<file path="src/rtl/xfer_fifo_pair.sv">
module xfer_fifo_pair #(
  parameter int DW    = 16,
  parameter int DEPTH = 16
) (
  input  logic                     clk,
  input  logic                     rst_n,
  input  logic                     enable,
  input  logic                     engine_busy,
  input  logic                     reg_wr,
  input  logic                     reg_rd,
  input  logic [3:0]               reg_sel,
  input  logic [DW-1:0]            reg_wdata,
  output logic [DW-1:0]            reg_rdata,
  input  logic                     tx_pop,
  output logic                     tx_valid,
  output logic [DW-1:0]            tx_data,
  input  logic                     rx_push,
  input  logic [DW-1:0]            rx_wdata,
  output logic                     rx_ready,
  output logic                     tx_dma_req,
  output logic                     rx_dma_req,
  output logic [$clog2(DEPTH)-1:0] tx_thresh,
  output logic [$clog2(DEPTH)-1:0] rx_thresh,
  output logic                     tx_ovf_err,
  output logic                     rx_unf_err
);
  localparam int AW = $clog2(DEPTH);
  localparam int LW = $clog2(DEPTH + 1);
  localparam logic [LW-1:0] FULL_CNT = LW'(DEPTH);

  localparam logic [3:0] SEL_DATA   = 4'd0;
  localparam logic [3:0] SEL_TXLVL  = 4'd1;
  localparam logic [3:0] SEL_RXLVL  = 4'd2;
  localparam logic [3:0] SEL_TXTHR  = 4'd3;
  localparam logic [3:0] SEL_RXTHR  = 4'd4;
  localparam logic [3:0] SEL_STAT   = 4'd5;
  localparam logic [3:0] SEL_DMACTL = 4'd6;
  localparam logic [3:0] SEL_TXDLVL = 4'd7;
  localparam logic [3:0] SEL_RXDLVL = 4'd8;

  logic [DW-1:0] tx_mem [DEPTH];
  logic [DW-1:0] rx_mem [DEPTH];
  logic [AW-1:0] tx_wp, tx_rp, rx_wp, rx_rp;
  logic [LW-1:0] tx_cnt, rx_cnt;
  logic [AW-1:0] tx_dlvl, rx_dlvl;
  logic [1:0]    dma_en;

  wire data_wr  = reg_wr && (reg_sel == SEL_DATA);
  wire data_rd  = reg_rd && (reg_sel == SEL_DATA);
  wire tx_full  = (tx_cnt == FULL_CNT);
  wire tx_empty = (tx_cnt == '0);
  wire rx_full  = (rx_cnt == FULL_CNT);
  wire rx_empty = (rx_cnt == '0);
  wire cfg_ok   = (32'(reg_wdata) < DEPTH);

  wire tx_put  = enable && data_wr && !tx_full;
  wire tx_take = enable && tx_pop && !tx_empty;
  wire rx_put  = enable && rx_push && !rx_full;
  wire rx_take = enable && data_rd && !rx_empty;

  assign tx_valid   = !tx_empty;
  assign tx_data    = tx_mem[tx_rp];
  assign rx_ready   = !rx_full;
  assign tx_dma_req = dma_en[1] && (tx_cnt <= LW'(tx_dlvl));
  assign rx_dma_req = dma_en[0] && (rx_cnt > LW'(rx_dlvl));

  always_ff @(posedge clk) begin
    if (tx_put) tx_mem[tx_wp] <= reg_wdata;
    if (rx_put) rx_mem[rx_wp] <= rx_wdata;
  end

  always_ff @(posedge clk) begin
    if (!rst_n || !enable) begin
      tx_wp <= '0; tx_rp <= '0; tx_cnt <= '0;
      rx_wp <= '0; rx_rp <= '0; rx_cnt <= '0;
    end else begin
      if (tx_put)  tx_wp <= tx_wp + 1'b1;
      if (tx_take) tx_rp <= tx_rp + 1'b1;
      if (tx_put && !tx_take)      tx_cnt <= tx_cnt + 1'b1;
      else if (tx_take && !tx_put) tx_cnt <= tx_cnt - 1'b1;
      if (rx_put)  rx_wp <= rx_wp + 1'b1;
      if (rx_take) rx_rp <= rx_rp + 1'b1;
      if (rx_put && !rx_take)      rx_cnt <= rx_cnt + 1'b1;
      else if (rx_take && !rx_put) rx_cnt <= rx_cnt - 1'b1;
    end
  end

  always_ff @(posedge clk) begin
    if (!rst_n) begin
      tx_thresh <= '0; rx_thresh <= '0;
      tx_dlvl <= '0; rx_dlvl <= '0; dma_en <= '0;
      tx_ovf_err <= 1'b0; rx_unf_err <= 1'b0;
    end else begin
      tx_ovf_err <= enable && data_wr && tx_full;
      rx_unf_err <= enable && data_rd && rx_empty;
      if (reg_wr) begin
        if (reg_sel == SEL_TXTHR  && cfg_ok) tx_thresh <= reg_wdata[AW-1:0];
        if (reg_sel == SEL_RXTHR  && cfg_ok) rx_thresh <= reg_wdata[AW-1:0];
        if (reg_sel == SEL_TXDLVL && cfg_ok) tx_dlvl   <= reg_wdata[AW-1:0];
        if (reg_sel == SEL_RXDLVL && cfg_ok) rx_dlvl   <= reg_wdata[AW-1:0];
        if (reg_sel == SEL_DMACTL)           dma_en    <= reg_wdata[1:0];
      end
    end
  end

  always_comb begin
    reg_rdata = '0;
    case (reg_sel)
      SEL_DATA:   reg_rdata = rx_take ? rx_mem[rx_rp] : '0;
      SEL_TXLVL:  reg_rdata = DW'(tx_cnt);
      SEL_RXLVL:  reg_rdata = DW'(rx_cnt);
      SEL_TXTHR:  reg_rdata = DW'(tx_thresh);
      SEL_RXTHR:  reg_rdata = DW'(rx_thresh);
      SEL_STAT:   reg_rdata = DW'({rx_full, rx_empty, tx_empty, tx_full, engine_busy});
      SEL_DMACTL: reg_rdata = DW'(dma_en);
      SEL_TXDLVL: reg_rdata = DW'(tx_dlvl);
      SEL_RXDLVL: reg_rdata = DW'(rx_dlvl);
      default:    reg_rdata = '0;
    endcase
  end

  a_r4_count_bound: assert property (@(posedge clk) disable iff (!rst_n)
    (tx_cnt <= FULL_CNT) && (rx_cnt <= FULL_CNT));

  a_r10_disable_clears: assert property (@(posedge clk) disable iff (!rst_n)
    !enable |=> (tx_cnt == '0) && (rx_cnt == '0));

  a_r11_full_write_dropped: assert property (@(posedge clk) disable iff (!rst_n)
    (enable && reg_wr && reg_sel == SEL_DATA && tx_cnt == FULL_CNT && !tx_pop)
    |=> (tx_cnt == FULL_CNT) && $stable(tx_wp) && tx_ovf_err);

  a_r6_threshold_hold: assert property (@(posedge clk) disable iff (!rst_n)
    (reg_wr && reg_sel == SEL_TXTHR && 32'(reg_wdata) >= DEPTH) |=> $stable(tx_thresh));

  a_r3_rx_count_step: assert property (@(posedge clk) disable iff (!rst_n)
    (enable && rx_push && rx_cnt < FULL_CNT && !(reg_rd && reg_sel == SEL_DATA))
    |=> rx_cnt == LW'($past(rx_cnt) + 1'b1));

  a_r12_empty_read_pulse: assert property (@(posedge clk) disable iff (!rst_n)
    (enable && reg_rd && reg_sel == SEL_DATA && rx_cnt == '0 && !rx_push)
    |=> rx_unf_err && (rx_cnt == '0));
endmodule

</file>
<file path="config.mk">
export PLATFORM = sky130hd
export DESIGN_NAME = xfer_fifo_pair
export DESIGN_NICKNAME = d
export VERILOG_FILES = /design/src/rtl/xfer_fifo_pair.sv
export SDC_FILE = /design/constraint.sdc
export NUM_CORES = 1
export LEC_CHECK = 0
export BUFFER_PORTS_ARGS = -buffer_cell sky130_fd_sc_hd__buf_2
export CORE_AREA = 2 2 278 335
export DETAILED_ROUTE_END_ITERATION = 12
export DIE_AREA = 0 0 280 337
export GPL_ROUTABILITY_DRIVEN = 1
export PLACE_DENSITY = 0.47
export SETUP_SLACK_MARGIN = 0.02
export SYNTH_ARGS = -nofsm -noshare
export SYNTH_HDL_FRONTEND = slang
export SYNTH_SLANG_ARGS = --single-unit
</file>
<file path="constraint.sdc">
create_clock -name clk -period 4.5 [get_ports clk]
set_input_delay 0.9 -clock clk [delete_from_list [all_inputs] [get_ports clk]]
set_output_delay 0.9 -clock clk [all_outputs]
set_load 0.01 [all_outputs]
</file>
* Word level (Yosys, flattened, before mapping) *
Memory sizes are Yosys's and may differ from the RTL's. A register that Yosys moved wholly into a read port is not among the register bits.
Index checks and enable logic that the tools add are counted.
Widths: inputs -> output; s select.

word-level totals
  memories kept = 2
  register bits after elaboration = 46
  word-level logic and storage cells = 93
  bits in writable memories = 512

cells by class
  $lt $le $gt $ge = 3
  equal/unequal tests = 10
  add/sub/neg operators = 8
  reduce and logical (&&, ||, !) cells = 43
  mux-type cells = 14

memory list
  name    depth  width  rd ports  clocked after memory_dff  write ports  RTL line  RTL
  rx_mem  16     16     1         1                         1            42        logic [DW-1:0] rx_mem [DEPTH];
  tx_mem  16     16     1         1                         1            41        logic [DW-1:0] tx_mem [DEPTH];

operators by type and width
  kind                 count
  $pmux 16 s9          1
  $logic_and 1x1->1    22
  $mux 5               4
  $add 4x1->4 const B  4
  $eq 4x3->1 const B   4
  $lt 16x5->1 const B  1
  $mux 16              1
  $mux 4               4
  $add 5x1->5 const B  2
  $eq 5x5->1 const B   2
  $logic_not 1->1      10
  $logic_not 5->1      2
  $reduce_and 2->1     5
  $sub 5x1->5 const B  2
  $eq 4x2->1 const B   2
  $gt 5x4->1           1
  $le 5x4->1           1
  $eq 4x1->1 const B   1
  $eq 4x4->1 const B   1
  $logic_not 4->1      1
  $mux 1               4
  $reduce_bool 2->1    2
  $logic_or 1x1->1     1

* Depth between registers and ports, before layout *
Gate-level depths: netlist of the first run.

  depth after elaboration = 8
  depth in mapped cells = 13

* Worst setup path after synthesis of the first run *
Ideal clock, no wire load.

  kind = input to register
  start = in reg_sel[2]
  end = mem tx_mem[1][0] (enable)
  arrival = 3.186 ns
  path buffers = 1
  cell stages on the path = 5
  required time = 4.091 ns
  slack = 0.904 ns
  path through = buf_2 > or4_4 > a211oi_4 > nand2_1 > nor3_1

between the ends
  cells in the longest elaborated chain, start to end = 6

RTL lines
  what                             RTL line  RTL
  start: declaration               11        input logic [3:0] reg_sel,
  $logic_not 4->1                  48        wire data_wr = reg_wr && (reg_sel == SEL_DATA);
  $logic_and 1x1->1                48
  $logic_and 1x1->1 (2 in series)  56        wire tx_put = enable && data_wr && !tx_full;
  net tx_put                       56
  $mux 1                           68        if (tx_put) tx_mem[tx_wp] <= reg_wdata;
  $mux 1 (implied by the code)     68
  end: declaration                 41

The timed path passes the listed nets, and every way through them passes these cells.

==> run metrics, run 1 <==
min cycle time layout 3933 ps; H-Tree Depth 2; Mean Syn Cell Area 19.22 um^2; clk_lat worst skew 660 ps; GR Overflow Total 0; pwr dens 410.0 nW/um^2; first-pass GRT wire length ~83000 um; static leakage a little over 8 nW; fmax between 200 and 300 MHz; asr flop ratio synth 0; worst flop-to-flop path endpoint tx_cnt[4]$_SDFFE_PP0P_; max_cap viols 0; CP Launch Type register; most area-consuming cells after synthesis edfxtp_1 (68%), mux4_2 (14%), dfxtp_1 (4.8%), mux2i_1 (1.9%), ha_1 (1.4%); Initial Utilization 0.2467; antenna-violating nets left 0; Slew Viols, Final 0; hold-critical path depth 2; IO Pins 90; Worst Path Arrival approximately 3000 ps; largest net degree at the start of global routing 65; Cell variety after synth between 50 and 60; Final Skew between 50 and 60 ps; EDFF count, synth about 510; Setup Crit Path Kind reg2out; predominant post-synthesis flop cell edfxtp_1; area occupied by multi-input gates slightly below 6000 um^2; peak supply drop ~330 uV; post-synthesis instance area 22560 um^2; most common library cells after synthesis edfxtp_1 (512), mux4_2 (139), nor2_1 (72), dfxtp_1 (54), mux2i_1 (43); Reg2Reg Depth 11; Die Ht roughly 340 um; register area 16470 um^2; initial antenna violation count 10; RSZ-0062 raised after global routing no; CP peak stage delay slightly below 700 ps; Placement Cell Area 24720 um^2; period utilization 0.8741; worst path required time 3600 ps; vias per cell 4.471; Iter 0 DRT Violations 777; Overall Global Routing Usage 0.1207; DRT Pass-1 Iters 4; hold endpoint rx_dlvl[1]$_SDFFE_PN0P_; Final Hold Fails 0; R2R Path Start tx_cnt[1]$_SDFFE_PP0P_; GRT busiest layer met2; IO Port Bufs roughly 90; #FFs+latches synth between 500 and 600; r2r setup slk 1160 ps; count leader, synth edfxtp_1; register area share after synthesis 0.7294; GRT met1 Usage 0.1502; grt met3 use 0.02557; final instance area ~27000 um^2; # Post-CTS Setup Buffers 0; met2 GRT Util 0.2117; vias in the first global route ~12k; fin cells between 2k and 3k; post-cts resize count 0; Worst path top cell family by delay flip-flops; relative slew slack 0.2790; crit-path cells buf_4 > mux4_2 > o211ai_1 > a21oi_1 > or3_1 > buf_2; gpl congestion between 0.7 and 0.8; Yosys top cell by area edfxtp_1; die width approximately 280 um; Synth warnings 0; Placed Cells 2428; CTS buffer count 61; CTS Sinks between 500 and 600; CP max-delay cell dfxtp_4; run status complete, no violations; Post-CTS Hold Buffers 0; share of layout cells above drive strength 1 0.3052; post-route setup TNS 0 ps; final setup vio count 0; DR vias 11.37k; Avg WL per Cell 22.46 um; DP HPWL 35580 um; drt drc 0; area delta synth->final 18.46%; root buf cell clkbuf_16; Post-Route WL 57110 um; Layout Utilization 0.2923; Cells after Synth roughly 1.2k; CTS tree done; worst-path maximum fanout 31; start point of the worst hold path rx_dlvl[1]$_SDFFE_PN0P_; nets@finish between 1k and 1.5k; Synth top area share 0.6815; worst hold path class reg2reg; syn nets about 1.2k; actual slew at the worst max-slew pin roughly 1100 ps; Core Box Area 91440 um^2; Worst-path clk slew 60 ps; DIE AREA about 94000 um^2; largest buffer count on any clock path 3; row count around 120; fill count around 9k; Crit. End Element output pin; Bufs and invs on worst path 2
==> area by class of cell <==
class / count / share of cell area
flip-flops and latches: 566 / 0.6163
multi-input cells: 526 / 0.2185
clock buffers: 73 / 0.05880
well taps: 1178 / 0.05515
repair buffers: 139 / 0.03212
clock inverters: 40 / 0.01620
inverters: 19 / 0.002669
diodes: 2 / 0.0001873
==> report_power, final <==
part	total [W]	internal (W)	switching, W
registers	0.00574	0.00574	0.00000840
clock network	0.00500	0.00290	0.00210
logic	0.000216	0.0000624	0.000154
==> how the worst max path moves through the flow <==
stage / endpoint / slack (ps) / start / cells past startpoint
floorplan: tx_mem[1][0]$_DFFE_PP_ / 900 / reg_sel[2] / 5
global placement: tx_cnt[4]$_SDFFE_PP0P_ / 640 / reg_sel[0] / 11
detailed placement: tx_cnt[4]$_SDFFE_PP0P_ / 660 / reg_sel[0] / 11
global route: reg_rdata[1] / 390 / register / 6
finish: reg_rdata[1] / 570 / register / 6
CTS: tx_data[15] / 480 / register / 4
==> cells in the final DEF (no fill, tap or decap), types with 14 or more instances in the layout <==
master	n
buf_2	89
a21oi_1	18
inv_1	19
clkinv_2	15
nor2b_1	27
nor2_1	48
nor2_2	24
ha_1	26
a211oi_1	25
mux4_2	139
dfxtp_1	48
nand2_1	40
o21ai_0	14
edfxtp_1	512
buf_4	47
mux2i_1	43
clkbuf_16	61
==> stage by stage <==
stage | worst slack [ps] | hold WS [ps] | power (W)
finish | 566.7 | 464.8 | 0.01096
global placement | 640.0 | 451.7 | 0.006070
CTS | 475.8 | 468.8 | 0.01112
floorplan | 904.3 | 434.7 | 0.005945
detailed placement | 663.0 | 459.4 | 0.006077
global route | 385.6 | 480.1 | 0.01131
==> sequential cells by signal (all words and copies together) (netlist names), named ones only <==
name	cells
dma_en	2
rx_cnt	5
rx_dlvl	4
rx_mem	256
rx_rp	4
rx_thresh	4
rx_unf_err	1
rx_wp	4
tx_cnt	5
tx_dlvl	4
tx_mem	256
tx_ovf_err	1
tx_rp	4
tx_thresh	4
tx_wp	4
==> worst reg2reg max path: cells and delay by family, from the launching register on <==
kind,cells,cell delay (ps)
AND/OR/NAND/NOR,4,1490
adder cells (fa/ha/maj),2,650
AO/OA/AOI/OAI,3,510
flip-flops,1,400
buffers and inverters,1,100
XOR/XNOR,1,90
==> cells by family (layout without fill, tap and decap cells) <==
| group | count (synthesis) | in the layout | share of synthesized area |
|---|---|---|---|
| compound gates | 91 | 91 | 0.02773 |
| simple gates | 206 | 206 | 0.04470 |
| other cells | 0 | 2 | 0 |
| mux | 185 | 185 | 0.1593 |
| xor+xnor | 16 | 16 | 0.006211 |
| flops | 566 | 566 | 0.7294 |
| buf+inv | 82 | 271 | 0.01642 |
| fa+ha+maj | 28 | 28 | 0.01619 |
==> per-layer routing <==
metal,vias to the layer above,share of wire
li1,5028,-
met1,6028,0.42
met2,226,0.51
met3,81,0.052
met4,8,0.019
met5,-,0.0010
Note: power is estimated with default switching activity, not from simulation.
==> run 2: changes to the inputs <==
--- a/config.mk
+++ b/config.mk
@@ -5,7 +5,7 @@
 export SDC_FILE = /design/constraint.sdc
 export NUM_CORES = 1
 export LEC_CHECK = 0
-export BUFFER_PORTS_ARGS = -buffer_cell sky130_fd_sc_hd__buf_2
+export BUFFER_PORTS_ARGS = -buffer_cell sky130_fd_sc_hd__buf_4
 export CORE_AREA = 2 2 278 335
 export DETAILED_ROUTE_END_ITERATION = 12
 export DIE_AREA = 0 0 280 337
==> run 2 against run 1 <==
Non-clock buffer count decreased by 9. Hold slack got worse by 0.67 ps. Sequential share of layout area down 0.55 points. Cell count shrank 0.51%. Largest cell class unchanged. Die area is the same. Via count hardly changed.
==> run metrics, run 2 (same netlist as run 1, synthesis figures left out) <==
CP max-delay cell or4_1; largest net degree at the start of global routing 65 (unchanged); Levels on crit path 6 (unchanged); commonest non-fill, non-tap cell in the layout edfxtp_1; Crit. End Element output pin; run status complete, no violations; fmax 250.3 MHz (-1.5%); share of layout cells above drive strength 1 0.2929 (-0.01231); min cycle time layout 3995 ps (+61.33 ps); RSZ-0062 raised after global routing no; ant diodes 0 (-2); CP peak stage delay 600 ps (-80 ps); H-Tree Depth 2 (unchanged); biggest regs rx_mem x256, tx_mem x256; post-cts resize count 0 (unchanged); CTS Sinks 566 (unchanged); Final Skew 24.53 ps (-34.13 ps); hold-critical path depth 2 (unchanged); Worst path top cell family by delay simple AND/OR/NAND/NOR gates; DP HPWL 35140 um (-1.2%); Bufs and invs on worst path 2 (unchanged); commonest cells after routing, fill and taps aside edfxtp_1 (512), mux4_2 (139), buf_4 (120); Post-CTS Hold Buffers 0 (unchanged); Slew Viols, Final 0 (unchanged); Worst Setup SP rx_cnt[0]$_SDFFE_PP0P_; fill count 8970 (+0.011%); worst flop-to-flop path endpoint tx_cnt[4]$_SDFFE_PP0P_; root buf cell clkbuf_16; DRT Pass-1 Iters 5 (+1); CP dominant cell by count buf_4; CP Launch Type register; initial antenna violation count 7 (-3); vias in the first global route 11.96k (-1.6%); r2r setup slk 1100 ps (-60 ps); row count 122 (unchanged); Worst Path Arrival 3090 ps (+60 ps); Setup Crit Path Kind reg2out; area delta synth->final 19.53%; start point of the worst hold path rx_dlvl[1]$_SDFFE_PN0P_; clk_lat worst skew 630 ps (-30 ps); largest buffer count on any clock path 3 (unchanged); pwr dens 407.4 nW/um^2 (-0.64%); static leakage 8.275 nW (about the same); nets@finish 1376 (-0.65%); Power Total 0.01098 W (+0.26%); CTS tree done; GR Overflow Total 0 (unchanged); worst-path maximum fanout 13 (-58%); Avg WL per Cell 22.71 um (+1.1%); CTS buffer count 61 (unchanged); R2R Path Start tx_cnt[1]$_SDFFE_PP0P_; # Post-CTS Setup Buffers 0 (unchanged); Post-Route WL 57450 um (+0.59%); DR vias 11.37k (+0.026%); die width 280 um (unchanged); worst hold path class reg2reg; Reg2Reg Depth 11 (unchanged); antenna-violating nets left 0 (unchanged); post-route setup TNS 0 ps (unchanged); Overall Global Routing Usage 0.1216 (+0.0009455); Iter 0 DRT Violations 690 (-11%); IO Pins 90 (unchanged); Die Ht 337 um (unchanged); Final Hold Fails 0 (unchanged); Core Box Area 91440 um^2 (unchanged); relative slew slack 0.2462 (-0.03283); hold endpoint rx_dlvl[1]$_SDFFE_PN0P_; worst path required time 3600 ps (about the same); gpl congestion 0.7291 (+0.55%); peak supply drop 275.1 uV (-15%); period utilization 0.8877 (+0.01363); crit-path cells or4_1 > o2111ai_2 > buf_4 > a21oi_1 > or3_1 > buf_4; DIE AREA 94360 um^2 (unchanged); Initial Utilization 0.2467 (unchanged); actual slew at the worst max-slew pin 1129 ps (+57.58 ps); vias per cell 4.496 (+0.54%); Worst-path clk slew 60 ps (about the same); IO Port Bufs 89 (unchanged); max_cap viols 0 (unchanged); drt drc 0 (unchanged); final setup vio count 0 (unchanged); first-pass GRT wire length 83710 um (+0.47%)
[run 2: cell count changes in the layout (fill, tap and decap cells not counted), moves of 3 or more]
| cell | before | now |
|---|---|---|
| nor2_4 | 0 | 5 |
| inv_6 | 3 | 0 |
| buf_12 | 3 | 10 |
| nor2_2 | 24 | 19 |
| buf_2 | 89 | 0 |
| clkinv_2 | 15 | 6 |
| clkinv_1 | 10 | 18 |
| buf_4 | 47 | 120 |
[run 2: through the flow]
| step | hold slack (ps) | setup WS [ps] | util | area [um^2] | instances |
|---|---|---|---|---|---|
| final | 464.1 | 505.4 | 0.2949 | 26970 | 2530 |
| after global routing | 488.9 | 336.6 | 0.2949 | 26970 | 2530 |
| after CTS | 467.4 | 410.3 | 0.2949 | 26970 | 2530 |
| after detailed placement | 461.0 | 626.9 | 0.2732 | 24980 | 2419 |
| after global placement | 453.2 | 652.5 | 0.2732 | 24980 | 2419 |
| after floorplan | 434.7 | 904.3 | - | 22560 | 1174 |
[run 2: power breakdown]
part	switching (W)	internal (W)	total, W
sequential	0.00000829	0.00574	0.00574
combinational	0.000153	0.0000752	0.000228
clock	0.00206	0.00295	0.00501
total	0.00222	0.00876	0.0110
[run 2: worst max-delay path by stage]
stage / to / slack [ps]
global route: reg_rdata[12] / 340
global placement: tx_cnt[4]$_SDFFE_PP0P_ / 650
floorplan: tx_mem[1][0]$_DFFE_PP_ / 900
CTS: reg_rdata[4] / 410
detailed placement: tx_cnt[4]$_SDFFE_PP0P_ / 630
finish: reg_rdata[1] / 510
[run 2: tightest hold or removal path, cell delays in order (launching register included)]
cell and delay [ps]:
dfxtp_1 310, nand2_1 50, mux2i_1 50
[run 2: cell type report]
| class | instances | area (um^2) | share of cell area |
|---|---|---|---|
| inverter | 19 | 71.32 | 0.002645 |
| clock inverter | 36 | 394.1 | 0.01462 |
| sequential | 566 | 16470 | 0.6108 |
| clock buffer | 75 | 1589 | 0.05893 |
| tap | 1178 | 1474 | 0.05466 |
| multi-input combinational | 526 | 5866 | 0.2175 |
| timing repair buffer | 130 | 1101 | 0.04083 |
[run 2: per-layer routing]
| metal | wire length, um | GRT usage |
|---|---|---|
| met3 | 3000 | 0.02848 |
| met1 | 23030 | 0.1457 |
| met2 | 29780 | 0.2166 |
| met5 | 68 | 0 |
| met4 | 1570 | 0.03539 |
==> run 3: changes to the inputs <==
--- a/config.mk
+++ b/config.mk
@@ -6,11 +6,13 @@
 export NUM_CORES = 1
 export LEC_CHECK = 0
 export BUFFER_PORTS_ARGS = -buffer_cell sky130_fd_sc_hd__buf_4
+export CELL_PAD_IN_SITES_DETAIL_PLACEMENT = 0
+export CELL_PAD_IN_SITES_GLOBAL_PLACEMENT = 1
 export CORE_AREA = 2 2 278 335
 export DETAILED_ROUTE_END_ITERATION = 12
 export DIE_AREA = 0 0 280 337
 export GPL_ROUTABILITY_DRIVEN = 1
-export PLACE_DENSITY = 0.47
+export PLACE_DENSITY = 0.51
 export SETUP_SLACK_MARGIN = 0.02
 export SYNTH_ARGS = -nofsm -noshare
 export SYNTH_HDL_FRONTEND = slang
==> run 3 against run 2 <==
First-iteration DRC count is 10% higher. Cell count up 0.47%. Die area did not move. Critical path depth shrank 1. Sequential share of layout area is 0.17 points lower. Total power grew 2.1%. Register-to-register slack improved by 70 ps. Maximum frequency down 2.3%. Via count up 0.26%. Critical path type unchanged.
==> run metrics, run 3 (same netlist as run 1, synthesis figures left out) <==
root buf cell clkbuf_16; nets@finish 1389 (+0.94%); DR vias 11.40k (+0.26%); largest net degree at the start of global routing 35 (-46%); start point of the worst hold path rx_rp[3]$_SDFFE_PP0N_; CTS Sinks 566 (unchanged); static leakage 8.364 nW (+1.1%); antenna-violating nets left 0 (unchanged); Crit. End Element output pin; worst flop-to-flop path endpoint tx_cnt[4]$_SDFFE_PP0P_; crit-path cells mux4_2 > mux4_2 > nand2b_1 > o211ai_1 > buf_4; Power Total 0.01121 W (+2.1%); R2R Path Start tx_cnt[1]$_SDFFE_PP0P_; DP HPWL 34930 um (-0.61%); row count 122 (unchanged); DIE AREA 94360 um^2 (unchanged); final setup vio count 0 (unchanged); Final Skew 26.42 ps (+1.894 ps); vias per cell 4.486 (-0.21%); run status complete, no violations; max_cap viols 0 (unchanged); H-Tree Depth 3 (+1); worst-path maximum fanout 32 (+19); peak supply drop 314.3 uV (+14%); Worst-path clk slew 60 ps (about the same); Overall Global Routing Usage 0.1211 (-0.0005086); area occupied by multi-input gates 5841 um^2 (-0.43%); Die Ht 337 um (unchanged); die width 280 um (unchanged); Worst Path Arrival 3190 ps (+100 ps); Final Hold Fails 0 (unchanged); commonest cells after routing, fill and taps aside edfxtp_1 (512), mux4_2 (139), buf_4 (135); commonest non-fill, non-tap cell in the layout edfxtp_1; CP peak stage delay 750 ps (+150 ps); register area 16470 um^2 (unchanged); worst hold path class reg2reg; CP dominant cell by count mux4_2; relative slew slack 0.3026 (+0.05647); gpl congestion 0.7292 (about the same); vias in the first global route 12.20k (+2.0%); Iter 0 DRT Violations 760 (+10%); area delta synth->final 19.86%; Reg2Reg Depth 11 (unchanged); DRT Pass-1 Iters 4 (-1); CP Launch Type register; CTS buffer count 66 (+8.2%); Worst path top cell family by delay multiplexers; Post-Route WL 56980 um (-0.82%); ant diodes 0 (unchanged); initial antenna violation count 1 (-6); Initial Utilization 0.2467 (unchanged); fmax 244.5 MHz (-2.3%); fill count 8950 (-0.22%); clk_lat worst skew 590 ps (-40 ps); largest buffer count on any clock path 3 (unchanged); Bufs and invs on worst path 1 (-1); period utilization 0.9088 (+0.02107); share of layout cells above drive strength 1 0.3079 (+0.01502); post-cts resize count 0 (unchanged); min cycle time layout 4089 ps (+94.81 ps); actual slew at the worst max-slew pin 1044 ps (-85.69 ps); Final Hold Slack 463.1 ps (-1.069 ps); RSZ-0062 raised after global routing no; GR Overflow Total 0 (unchanged); IO Pins 90 (unchanged); CP max-delay cell dfxtp_4; CTS tree done; biggest regs rx_mem x256, tx_mem x256; worst path required time 3600 ps (about the same); r2r setup slk 1170 ps (+70 ps); # Post-CTS Setup Buffers 0 (unchanged); Levels on crit path 5 (-1); Avg WL per Cell 22.41 um (-1.3%); hold-critical path depth 2 (unchanged); Core Box Area 91440 um^2 (unchanged); Setup Crit Path Kind reg2out; first-pass GRT wire length 83260 um (-0.54%); IO Port Bufs 89 (unchanged); post-route setup TNS 0 ps (unchanged); Post-CTS Hold Buffers 0 (unchanged); drt drc 0 (unchanged); pwr dens 414.6 nW/um^2 (+1.8%); Slew Viols, Final 0 (unchanged)
run 3: changes by cell type in the layout (fill, tap and decap cells not counted), moves of 2 or more:
cell | previous run | this run
buf_12 | 10 | 3
bufinv_16 | 8 | 6
clkbuf_1 | 13 | 7
nor2_4 | 5 | 0
buf_4 | 120 | 135
inv_6 | 0 | 4
clkbuf_16 | 61 | 69
inv_16 | 2 | 0
clkinv_2 | 6 | 12
nor2_2 | 19 | 24
clkinv_1 | 18 | 12
clkinvlp_4 | 1 | 5
run 3: where the power goes:
part	switching (W)	leakage, nW	total (W)	internal [W]
combinational	0.000151	2.29	0.000226	0.0000748
sequential	0.00000853	5.05	0.00574	0.00574
clock	0.00211	1.03	0.00524	0.00314
run 3: area by class of cell:
| cell class | instances | area share |
|---|---|---|
| Inverter | 19 | 0.002637 |
| Clock inverter | 39 | 0.01323 |
| Timing Repair Buffer | 138 | 0.03970 |
| Sequential cell | 566 | 0.6091 |
| Clock buffer | 76 | 0.06483 |
| Multi-Input combinational cell | 526 | 0.2160 |
| Tap cell | 1178 | 0.05451 |
run 3: worst max-delay path by stage:
stage | endpoint | slack (ps) | startpoint
global placement | tx_cnt[4]$_SDFFE_PP0P_ | 610 | reg_sel[1]
global route | reg_rdata[0] | 210 | register
detailed placement | tx_cnt[4]$_SDFFE_PP0P_ | 680 | reg_sel[1]
finish | reg_rdata[3] | 410 | register
CTS | reg_rdata[0] | 290 | register
floorplan | tx_mem[1][0]$_DFFE_PP_ | 900 | reg_sel[2]
run 3: worst min-delay path: cells and delay by family (launching register included):
kind	cells	cell delay, ps
flip-flops	1	300
AO/OA/AOI/OAI	2	130
run 3: metal layers:
metal | part of all wire | global-route usage | up-vias
li1 | - | - | 5046
met5 | 0.00023 | 0 | -
met4 | 0.019 | 0.03652 | 2
met3 | 0.040 | 0.02238 | 80
met1 | 0.41 | 0.1430 | 6042
met2 | 0.53 | 0.2220 | 234
run 3: per-stage QoR:
step	std cells	setup WS, ps	utilization	area (um^2)
after floorplan	1174	904.3	-	22560
after global placement	2427	614.4	0.2727	24930
after detailed placement	2427	678.9	0.2727	24930
after CTS	2542	286.9	0.2957	27040
after global routing	2542	215.0	0.2957	27040
final	2542	410.6	0.2957	27040
